===== src/rtl/rrs_pkg.sv =====
package rrs_pkg;
  typedef struct packed {
    logic push;     // append accepted read at tail
    logic pop;      // remove head entry
    logic load;     // place popped head on the bus slot
    logic deliver;  // bus slot ends this edge
  } rrsStrobes_t;
endpackage


===== src/rtl/rrs_ctrl.sv =====
module rrs_ctrl
  import rrs_pkg::*;
#(
  parameter int DEPTH = 4,
  parameter int BURST = 2
) (
  input  logic        clk,
  input  logic        rst_n,
  input  logic        acceptValid,
  input  logic        headAtOne,
  output rrsStrobes_t st,
  output logic        busBusy,
  output logic        deliverValid,
  output logic        overflowErr,
  output logic        collisionErr
);
  localparam int CNT_W = $clog2(DEPTH + 1);
  localparam int BUS_W = $clog2(BURST + 1);

  logic [CNT_W-1:0] occupancy;
  logic [BUS_W-1:0] busLeft;
  logic busEnding, slotFree, queueFull, headExpire;

  always_comb begin
    busEnding  = (busLeft == BUS_W'(1));
    slotFree   = (busLeft == '0) || busEnding;
    queueFull  = (occupancy == CNT_W'(DEPTH));
    headExpire = (occupancy != '0) && headAtOne;
    st.push    = acceptValid && !queueFull;
    st.pop     = headExpire;
    st.load    = headExpire && slotFree;
    st.deliver = busEnding;
  end

  assign busBusy = (busLeft != '0);

  always_ff @(posedge clk) begin
    if (!rst_n) begin
      occupancy    <= '0;
      busLeft      <= '0;
      deliverValid <= 1'b0;
      overflowErr  <= 1'b0;
      collisionErr <= 1'b0;
    end else begin
      occupancy    <= occupancy + CNT_W'(st.push) - CNT_W'(st.pop);
      if (st.load)
        busLeft <= BUS_W'(BURST);
      else if (busLeft != '0)
        busLeft <= busLeft - BUS_W'(1);
      deliverValid <= busEnding;
      overflowErr  <= acceptValid && queueFull;
      collisionErr <= headExpire && !slotFree;
    end
  end
endmodule


===== src/rtl/rrs_datapath.sv =====
module rrs_datapath
  import rrs_pkg::*;
#(
  parameter int DEPTH = 4,
  parameter int TAG_W = 8,
  parameter int RL    = 6
) (
  input  logic             clk,
  input  logic             rst_n,
  input  rrsStrobes_t      st,
  input  logic [TAG_W-1:0] acceptTag,
  output logic             headAtOne,
  output logic [TAG_W-1:0] deliverTag
);
  localparam int PTR_W = (DEPTH > 1) ? $clog2(DEPTH) : 1;
  localparam int LAT_W = $clog2(RL + 1);

  logic [TAG_W-1:0] tagMem [DEPTH];
  logic [LAT_W-1:0] latMem [DEPTH];
  logic [PTR_W-1:0] rdPtr, wrPtr;
  logic [TAG_W-1:0] busTag;

  function automatic logic [PTR_W-1:0] nextPtr(input logic [PTR_W-1:0] p);
    return (p == PTR_W'(DEPTH - 1)) ? '0 : p + PTR_W'(1);
  endfunction

  assign headAtOne = (latMem[rdPtr] == LAT_W'(1));

  for (genvar i = 0; i < DEPTH; i++) begin : g_entry
    always_ff @(posedge clk) begin
      if (!rst_n) begin
        latMem[i] <= '0;
        tagMem[i] <= '0;
      end else if (st.push && wrPtr == PTR_W'(i)) begin
        latMem[i] <= LAT_W'(RL);
        tagMem[i] <= acceptTag;
      end else if (latMem[i] != '0) begin
        latMem[i] <= latMem[i] - LAT_W'(1);
      end
    end
  end

  always_ff @(posedge clk) begin
    if (!rst_n) begin
      rdPtr      <= '0;
      wrPtr      <= '0;
      busTag     <= '0;
      deliverTag <= '0;
    end else begin
      if (st.push) wrPtr <= nextPtr(wrPtr);
      if (st.pop)  rdPtr <= nextPtr(rdPtr);
      if (st.deliver) deliverTag <= busTag;
      if (st.load)    busTag     <= tagMem[rdPtr];
    end
  end
endmodule


===== src/rtl/read_return_sched.sv =====
module read_return_sched
  import rrs_pkg::*;
#(
  parameter int DEPTH = 4,
  parameter int TAG_W = 8,
  parameter int RL    = 6,
  parameter int BURST = 2
) (
  input  logic             clk,
  input  logic             rst_n,
  input  logic             acceptValid,
  input  logic [TAG_W-1:0] acceptTag,
  output logic             busBusy,
  output logic             deliverValid,
  output logic [TAG_W-1:0] deliverTag,
  output logic             overflowErr,
  output logic             collisionErr
);
  rrsStrobes_t st;
  logic headAtOne;

  rrs_ctrl #(.DEPTH(DEPTH), .BURST(BURST)) u_ctrl (
    .clk(clk), .rst_n(rst_n), .acceptValid(acceptValid), .headAtOne(headAtOne),
    .st(st), .busBusy(busBusy), .deliverValid(deliverValid),
    .overflowErr(overflowErr), .collisionErr(collisionErr)
  );

  rrs_datapath #(.DEPTH(DEPTH), .TAG_W(TAG_W), .RL(RL)) u_dp (
    .clk(clk), .rst_n(rst_n), .st(st), .acceptTag(acceptTag),
    .headAtOne(headAtOne), .deliverTag(deliverTag)
  );
endmodule


===== config.mk =====
export PLATFORM = sky130hd
export DESIGN_NAME = read_return_sched
export DESIGN_NICKNAME = d
export VERILOG_FILES = /design/src/rtl/rrs_pkg.sv /design/src/rtl/rrs_ctrl.sv /design/src/rtl/rrs_datapath.sv /design/src/rtl/read_return_sched.sv
export SDC_FILE = /design/constraint.sdc
export NUM_CORES = 1
export LEC_CHECK = 0
export BUFFER_PORTS_ARGS = -buffer_cell sky130_fd_sc_hd__buf_4
export CAP_MARGIN = 20
export CORE_MARGIN = 3
export CORE_UTILIZATION = 60
export DETAILED_ROUTE_END_ITERATION = 8
export PLACE_DENSITY = 0.78
export SYNTH_ARGS = -nofsm -noshare
export SYNTH_HDL_FRONTEND = slang
export SYNTH_HIERARCHICAL = 1
export SYNTH_SLANG_ARGS = --single-unit

===== constraint.sdc =====
create_clock -name clk -period 2.73 [get_ports clk]
set_input_delay 0 -clock clk [delete_from_list [all_inputs] [get_ports clk]]
set_output_delay 0 -clock clk [all_outputs]
set_load 0.05 [all_outputs]

### Yosys cells after proc, flatten, opt, wreduce, memory -nomap -nowiden

Memory sizes are Yosys's and may differ from the RTL's. A register that Yosys moved wholly into a read port is not among the register bits.
Cells that the tools add are included.

| storage, ports and cells | value |
|---|---|
| register bits after elaboration | 20 |
| bits in latches | 0 |
| memory bits (writable) | 44 |
| bits in read-only memories | 0 |
| input bits | 11 |
| output and inout bits | 12 |
| word-level logic and storage cells | 110 |
| memories kept | 2 |

Memory list:

| name | words | bits a word | rd ports | clocked after memory_dff | wr ports | RTL line | text |
|---|---|---|---|---|---|---|---|
| u_dp.tagMem | 4 | 8 | 1 | 1 | 4 | rrs_datapath.sv:18 | `logic [TAG_W-1:0] tagMem [DEPTH];` |
| u_dp.latMem | 4 | 3 | 5 | 1 | 4 | rrs_datapath.sv:19 | `logic [LAT_W-1:0] latMem [DEPTH];` |

| operators by class | value |
|---|---|
| add/sub/neg operators | 9 |
| multipliers | 0 |
| divide/modulo/power cells | 0 |
| magnitude comparators | 0 |
| equality and inequality tests | 7 |
| shift-type cells | 0 |
| muxes and demuxes | 47 |
| bitwise gates (word level) | 13 |
| reductions and logical operators | 23 |

Operators with widths:

| kind | number |
|---|---|
| two-way mux 8 bit | 4 |
| two-way mux 1 bit | 29 |
| two-way mux 3 bit | 8 |
| nonzero test 3 bit | 5 |
| two-way mux 2 bit | 6 |
| bitwise OR 1 bit | 12 |
| subtractor 3 x 1 -> 3 bit (second input constant) | 4 |
| logical AND 1 bit | 9 |
| equality test 2 bit (second input constant) | 3 |
| adder 2 x 1 -> 2 bit (second input constant) | 2 |
| equality test 2 x 1 -> 1 bit (second input constant) | 2 |
| logical NOT 2 bit | 2 |
| nonzero test 2 bit | 2 |
| adder 3 x 1 -> 3 bit | 1 |
| equality test 3 x 1 -> 1 bit (second input constant) | 1 |
| equality test 3 bit (second input constant) | 1 |
| logical NOT 1 bit | 3 |
| subtractor 3 x 1 -> 3 bit | 1 |
| OR reduction 2 bit | 1 |
| subtractor 2 x 1 -> 2 bit (second input constant) | 1 |
| logical OR 1 bit | 1 |
| NOT 1 bit | 1 |

### Depth between registers and ports, before layout

Gate-level depths: netlist of the first run.

| logic depth | value |
|---|---|
| depth in word-level cells | 9 |
| depth in mapped cells | 10 |
| gate-level depth less buffers | 10 |

### Hierarchy

The synthesis of the first run kept the hierarchy.

By module, submodules not included:

| module | instances | cells each | area each (um^2) | sequential area each (um^2) |
|---|---|---|---|---|
| rrs_datapath | 1 | 231 | 3009.1 | 1761.7 |
| rrs_ctrl | 1 | 36 | 365.4 | 160.2 |

### Worst setup path after synthesis of the first run

OpenSTA, ideal clock, no wires.

| timing path | value |
|---|---|
| kind | register to register |
| start | memory u_dp/latMem[3][0] (netlist name) |
| end | register u_ctrl.occupancy[2] |
| setup time | 0.115 ns |
| data arrival time | 2.339 ns |
| required time | 2.615 ns |
| slack | 0.276 ns |
| cell stages (with the launch flop) | 11 |
| path buffers | 0 |
| path through | edfxtp_1 -> nor3b_1 -> mux4_2 -> o31ai_1 -> inv_1 -> ha_1 -> inv_1 -> ha_1 -> fa_1 -> xnor3_1 -> and2_1 |

RTL lines:

| element | RTL line | text |
|---|---|---|
| start: declaration | rrs_datapath.sv:19 |  |
| end signal: assignment | rrs_ctrl.sv:45 | `occupancy <= occupancy + CNT_W'(st.push) - CNT_W'(st.pop);` |
| end: declaration | rrs_ctrl.sv:20 | `logic [CNT_W-1:0] occupancy;` |

==> metrics.md, run 1 <==
| Metric | Value |
|---|---|
| Post-synthesis sequential area ratio | 57.0% |
| Worst Hold Class | input port to flop |
| Post-synth top area cell | edfxtp_1 |
| Root Driver | clkbuf_8 |
| Power density over the cells | 805 nW/µm² |
| Max-slew violation count | 0 |
| Unrepaired setup endpoints after global routing | false |
| Critical-path cell list | nor3b_1, mux4_2, o31ai_1, inv_1, ha_1, inv_1, ha_1, fa_1, xnor3_1, and2_1 |
| Post-route ant nets | 0 |
| Gr usage total | 20.7% |
| Starting Density | 64.0% |
| YS warnings | 6 |
| Clk_skew | 9.83 ps |
| Crit path max fanout | 3 |
| Post-Place Setup Slack | 120 ps |
| Pin count of the biggest net entering global routing | 35 |
| Drt drc | 0 |
| Diode count | 0 |
| Core Rows | 26 |
| Max Cap Violations | 0 |
| Number of synthesized flops with an enable pin | 44 |
| Leak Pwr | 1.53 nW |
| Clock slew at reported path FFs | 70 ps |
| Top cells by area, synth | edfxtp_1 39%, dfxtp_1 18%, mux2i_1 8.0% |
| Worst-Skew Late Latency | 340 ps |
| Asr flop ratio synth | 0% |
| CTS buffer count | 9 |
| Setup TNS | 0 ps |
| Final setup fails | 0 |
| Minimum clock period | 2620 ps |
| Final Hold Viols | 0 |
| First DRT Iteration DRCs | 110 |
| Slack of the critical path | 109 ps |
| Endpoint class of the critical path | flop |
| Slowest cell on crit path | mux4_2 |
| Die area | 6560 µm² |
| Area Overhead vs Synth | 13.9% |
| Drt total wl | 6.00 mm |
| Outcome | completed |
| Req. time, crit path | 2960 ps |
| GPL Wtd Cong | 0.709 |
| CTS Buffer Depth | 2 |
| Clk sink count | 74 |
| CP peak stage delay | 490 ps |
| Synth unique cells | 36 |
| Synth Register Bits | 74 |
| Fmax | 0.382 GHz |
| Least-Margin Pin Slew | 920 ps |
| Vias after detailed routing | 2065 |
| Power, Total | 3.09 mW |
| Crit start category | flop |
| Period utilization | 96.0% |
| Top delay family on crit path | adder cells |
| Vias in the first global route | 2015 |
| Peak VDD IR | 580 µV |
| # H-tree levels | 3 |
| DR vias/cell | 5.48 |
| IO buf count | 22 |
| First-pass GRT wire length | 9.89 mm |
| Slew HR | 38.6% |
| WL/cell | 15.9 µm |
| # fillers | 372 |
| Final net count | 329 |
| TritonCTS clock tree | built |
| Core ar. | 5270 µm² |
| Post-CTS Resized | 0 |
| Syn nets | 294 |
| GRT overflow | 0 |
| Detailed Place HPWL | 3.97 mm |
| Yosys top cell area share | 39.2% |
| Drt first pass iters | 4 |
| Synth Area per Inst | 12.6 µm² |
| Die height | 81.0 µm |
| Initial antenna violation count | 0 |
| Layout cell share with drive strength beyond 1 | 16.6% |
| Mapped Cells | 267 |
| Top_reg_cell synth | edfxtp_1 |
| Critical Path AT | 2850 ps |
| Buf/Inv on CP | 2 |
| Setup Fix Bufs, Post-CTS | 0 |
| DIE WIDTH | 81.0 µm |
| Num ports | 23 |
| Setup Crit Path Kind | flop to flop |
| Synthesized cell area | 3370 µm² |
## path summary, 6_finish.rpt
path,end,slack (ps),start,depth (start not counted)
worst max register to register,u_ctrl/occupancy[2]$_SDFF_PN0_,110,u_dp/latMem[3][0]$_SDFFCE_PN0P_,10
worst min register to register,u_ctrl/busLeft[0]$_SDFFE_PP0P_,440,u_ctrl/busLeft[0]$_SDFFE_PP0P_,1
worst max-delay path,u_ctrl/occupancy[2]$_SDFF_PN0_,110,u_dp/latMem[3][0]$_SDFFCE_PN0P_,10
worst min-delay path,u_ctrl/collisionErr$_SDFF_PN0_,100,rst_n,3
## synth_stat cells (2+ instances only)
cell      count
nor3_1        4
a21bo_2       4
buf_6         2
dfxtp_1      30
and3_1        4
nand3_1       8
clkbuf_2      2
ha_1         15
buf_4         4
nand2_1       5
inv_1        19
o31ai_1       9
nand3b_1      8
edfxtp_1     44
mux2i_1      27
nor2_1       15
nor3b_1       5
o221ai_1      8
and2_1       36
buf_2         2
## power breakdown
group	switching, mW	internal [mW]
sequential	0.114	1.41
clock	0.390	0.416
combinational	0.413	0.349
## layout make-up
class	instances	area [µm²]	area share, %
tap	70	87.6	2.28
sequential	74	1920	50.0
inverter	20	75.1	1.95
multi-input combinational	162	1290	33.6
clock inverter	6	57.6	1.50
timing repair buffer	35	285	7.42
clock buffer	10	128	3.32
## per-stage QoR
| step | util (%) | std cells | area (µm²) | hold WS (ps) |
|---|---|---|---|---|
| after detailed placement | 67.7 | 352 | 3570 | 279 |
| final | 73.0 | 377 | 3840 | 99.6 |
| after floorplan | - | 267 | 3370 | 122 |
| after CTS | 73.0 | 377 | 3840 | 89.0 |
| after global placement | 67.7 | 352 | 3570 | 275 |
| after global routing | 73.0 | 377 | 3840 | 114 |
## cell families (layout without fill, tap and decap cells)
group,Yosys count,in the layout,synth area share (%)
AND/OR/NAND/NOR,93,93,16.7
adder cells (fa/ha/maj),16,16,6.16
flip-flops,74,74,57.0
buffers and inverters,31,71,4.82
AO/OA/AOI/OAI,23,23,5.75
multiplexers,28,28,8.68
XOR/XNOR,2,2,0.927
## worst reg2reg max path: cells and delay by family (launching register included)
family                     cells  cell delay [ps]
xor gates and xnor gates       1              180
adders and majority gates      3              840
and+or+nand+nor                2              330
DFF                            1              410
muxes                          1              490
buffers and inverters          2              150
AOI/OAI and AO/OA              1              130
## cells in the final DEF (no fill, tap or decap), types with 4 or more instances in the layout
cell,instances
o221ai_1,8
nand3_1,8
nor3b_1,5
ha_1,15
dlygate4sd3_1,9
dfxtp_1,30
nor2_1,15
nand3b_1,8
mux2i_1,27
nand2_1,5
clkbuf_8,9
a21bo_2,4
buf_4,26
nor3_1,4
clkinv_2,4
and3_1,4
and2_1,36
inv_1,19
edfxtp_1,44
o31ai_1,9
## layer usage
metal / global-route usage (%) / vias up / wire length (µm)
met1: 28.9 / 984 / 2850
met3: 4.32 / 4 / 344
met2: 31.4 / 51 / 2770
met4: 8.95 / 0 / 41
li1: - / 1026 / -
met5: 0 / - / 0
## state kept, by name, summed over array words and instances (netlist names), named ones only
signal / flops
u_dp/deliverTag: 8
u_ctrl/busLeft: 2
u_ctrl/overflowErr: 1
u_dp/busTag: 8
u_ctrl/occupancy: 3
u_dp/rdPtr: 2
u_dp/latMem: 12
u_ctrl/collisionErr: 1
u_dp/wrPtr: 2
u_ctrl/deliverValid: 1
u_dp/tagMem: 32
## timing repair
action / 4_1_cts / 5_1_grt
endpoints found under the hold margin: 33 / 0
hold buffers: 9 / 0
endpoints found under the setup margin: 0 / 0
(Power assumes the default switching activity.)
==> run 2: changes to the inputs <==
- PLACE_DENSITY: 0.78 -> 0.79
- RECOVER_POWER: not set -> 25
==> run 2 against run 1 <==
  * Global-route usage increased by 0.67 points
  * Combinational power increased by 2%
  * Die area unchanged
  * Register-to-register slack improved by 20 ps
  * Largest cell class unchanged
  * Non-clock buffer count increased by 2
  * Design area decreased by 0.16%
  * Total power increased by 1.7%
==> metrics.md, run 2 (synthesized netlist as in run 1, its figures left out) <==
| Metric | Value |
|---|---|
| Outcome | completed |
| Worst-Skew Late Latency | 340 ps (about the same) |
| DR vias/cell | 5.46 (-0.34%) |
| Min-delay src | rst_n |
| Max-slew violation count | 0 (unchanged) |
| Die height | 81.0 µm (unchanged) |
| Switching share of power | 30.0% (+0.34 points) |
| Critical-path cell list | nor3b_1, mux4_2, o31ai_4, inv_1, ha_1, inv_1, ha_1, fa_1, xnor3_1, and2_1 |
| Clk pwr share | 26.3% (+0.3 points) |
| P_sw | 943 µW (+2.8%) |
| Max FFs per register | 32 (unchanged) |
| Core ar. | 5270 µm² (unchanged) |
| Initial antenna violation count | 0 (unchanged) |
| Die area | 6560 µm² (unchanged) |
| Root Driver | clkbuf_8 |
| Critical Path AT | 2840 ps (about the same) |
| Crit start category | flop |
| Unrepaired setup endpoints after global routing | false |
| Least-Margin Pin Slew | 883 ps (-37.2 ps) |
| CP peak stage delay | 520 ps (+30 ps) |
| Vias in the first global route | 2059 (+2.2%) |
| Biggest regs | u_dp/tagMem x32, u_dp/latMem x12 |
| Req. time, crit path | 2970 ps (about the same) |
| DIE WIDTH | 81.0 µm (unchanged) |
| Reg with most FFs | u_dp/tagMem |
| Pin count of the biggest net entering global routing | 35 (unchanged) |
| IO buf count | 22 (unchanged) |
| Clk_skew | 6.71 ps (-3.12 ps) |
| Leak Pwr | 1.49 nW (-2.6%) |
| Endpoint class of the critical path | flop |
| CTS Buffer Depth | 2 (unchanged) |
| Slew HR | 41.1% (+2.5 points) |
| Internal Dissipation | 2.20 mW (+1.2%) |
| Drt drc | 0 (unchanged) |
| R2r setup slk | 130 ps (+20 ps) |
| Buf/Inv on CP | 2 (unchanged) |
| Commonest cells after routing, fill and taps aside | 44 x edfxtp_1, 36 x and2_1, 30 x dfxtp_1 |
| Worst Hold Class | input port to flop |
| WL/cell | 16.2 µm (+1.9%) |
| Post-route ant nets | 0 (unchanged) |
| Slowest cell on crit path | mux4_2 |
| Combinational share of power | 24.8% (+0.2 points) |
| First-pass GRT wire length | 10.2 mm (+3.0%) |
| Setup TNS | 0 ps (unchanged) |
| Instance count on the critical path | 10 (unchanged) |
| Worst setup path start | u_dp/latMem[3][0]$_SDFFCE_PN0P_ |
| Num ports | 23 (unchanged) |
| FF-to-FF Start | u_dp/latMem[3][0]$_SDFFCE_PN0P_ |
| Starting Density | 64.0% (unchanged) |
| Max Cap Violations | 0 (unchanged) |
| Most common cell after layout, fill and taps aside | edfxtp_1 |
| Period utilization | 95.3% (-0.70 points) |
| GPL Wtd Cong | 0.725 (+2.2%) |
| Drt total wl | 6.15 mm (+2.5%) |
| # H-tree levels | 3 (unchanged) |
| Vias after detailed routing | 2069 (+0.19%) |
| Peak VDD IR | 504 µV (-13%) |
| Gr usage total | 21.4% (+0.67 points) |
| First DRT Iteration DRCs | 80 (-27%) |
| Clk sink count | 74 (unchanged) |
| Detailed Place HPWL | 4.12 mm (+4.0%) |
| Clock slew at reported path FFs | 70 ps (about the same) |
| Non-filler cells, final | 379 (+0.53%) |
| Worst Setup EP | u_ctrl/occupancy[2]$_SDFF_PN0_ |
| Drt first pass iters | 4 (unchanged) |
| Seq pwr share | 48.9% (-0.4 points) |
| Final setup fails | 0 (unchanged) |
| Diode count | 0 (unchanged) |
| Top delay family on crit path | adder cells |
| Core Rows | 26 (unchanged) |
| Fmax | 0.384 GHz (+0.74%) |
| GRT overflow | 0 (unchanged) |
| Minimum clock period | 2600 ps (-19.1 ps) |
| Post-placement cell count | 352 (unchanged) |
| Layout cell share with drive strength beyond 1 | 13.6% (-3.0 points) |
| Reg2reg path depth | 10 (unchanged) |
| Area Overhead vs Synth | 13.8% |
| Power density over the cells | 819 nW/µm² (+1.8%) |
| Reg2reg end | u_ctrl/occupancy[2]$_SDFF_PN0_ |
| Crit path max fanout | 3 (unchanged) |
| Final net count | 331 (+0.61%) |
| CTS buffer count | 9 (unchanged) |
| Final Hold Viols | 0 (unchanged) |
| Setup Crit Path Kind | flop to flop |
| TritonCTS clock tree | built |
[run 2: changes by cell type in the layout (fill, tap and decap cells not counted), sizes merged]
cell    previous run  this run
bufinv             1         0
clkinv             4         3
clkbuf            10        25
buf               26        15
[run 2: timing repair]
item | 4_1_cts | 5_1_grt
endpoints found under the hold margin | 33 | 0
hold buffers | 9 | 0
endpoints found under the setup margin | 0 | 1
gates resized for setup | 0 | 2
buffers inserted | 0 | 2
[run 2: area by class of cell]
type / instances / area, µm²
clock inverters: 4 / 22.5
inverters: 20 / 75.1
multi-input cells: 162 / 1300
repair buffers: 37 / 251
well taps: 70 / 87.6
flip-flops and latches: 74 / 1920
fillers: 356 / 1430
clock buffers: 12 / 176
[run 2: routing by layer]
metal	wire length (µm)	GRT usage (%)
met3	318	4.43
met5	0	0
met4	117	9.63
met1	2890	29.1
met2	2820	33.1
[run 2: how the worst min path moves through the flow]
stage / to / cells past startpoint
3_5_place_dp: u_ctrl/overflowErr$_SDFF_PN0_ / 2
2_1_floorplan: u_ctrl/deliverValid$_SDFF_PN0_ / 1
6_report: u_ctrl/busLeft[0]$_SDFFE_PP0P_ / 3
5_1_grt: u_ctrl/deliverValid$_SDFF_PN0_ / 2
3_3_place_gp: u_ctrl/overflowErr$_SDFF_PN0_ / 2
4_1_cts: u_ctrl/busLeft[0]$_SDFFE_PP0P_ / 3
[run 2: power groups by stage]
stage,combinational (mW),sequential (mW),clock [mW]
floorplan,0.591,1.52,0
global placement,0.716,1.55,0
detailed placement,0.748,1.56,0
CTS,0.768,1.53,0.838
global route,0.876,1.56,0.892
finish,0.780,1.54,0.827
[run 2: worst min-delay path, delay by kind of cell]
family / cells / cell delay, ps
and+or+nand+nor: 2 / 170
buffers and inverters: 1 / 220
[run 2: per-stage QoR]
step                worst slack [ps]  utilization, %  instance area, µm²  hold WS, ps  total power [mW]
detailed placement              84.2            67.7                3570          282              2.31
global route                    11.5            72.8                3840          116              3.33
CTS                             70.4            73.2                3860         86.7              3.14
global placement                 207            67.7                3570          275              2.26
finish                           128            72.8                3840         97.8              3.14
floorplan                        276               -                3370          122              2.11
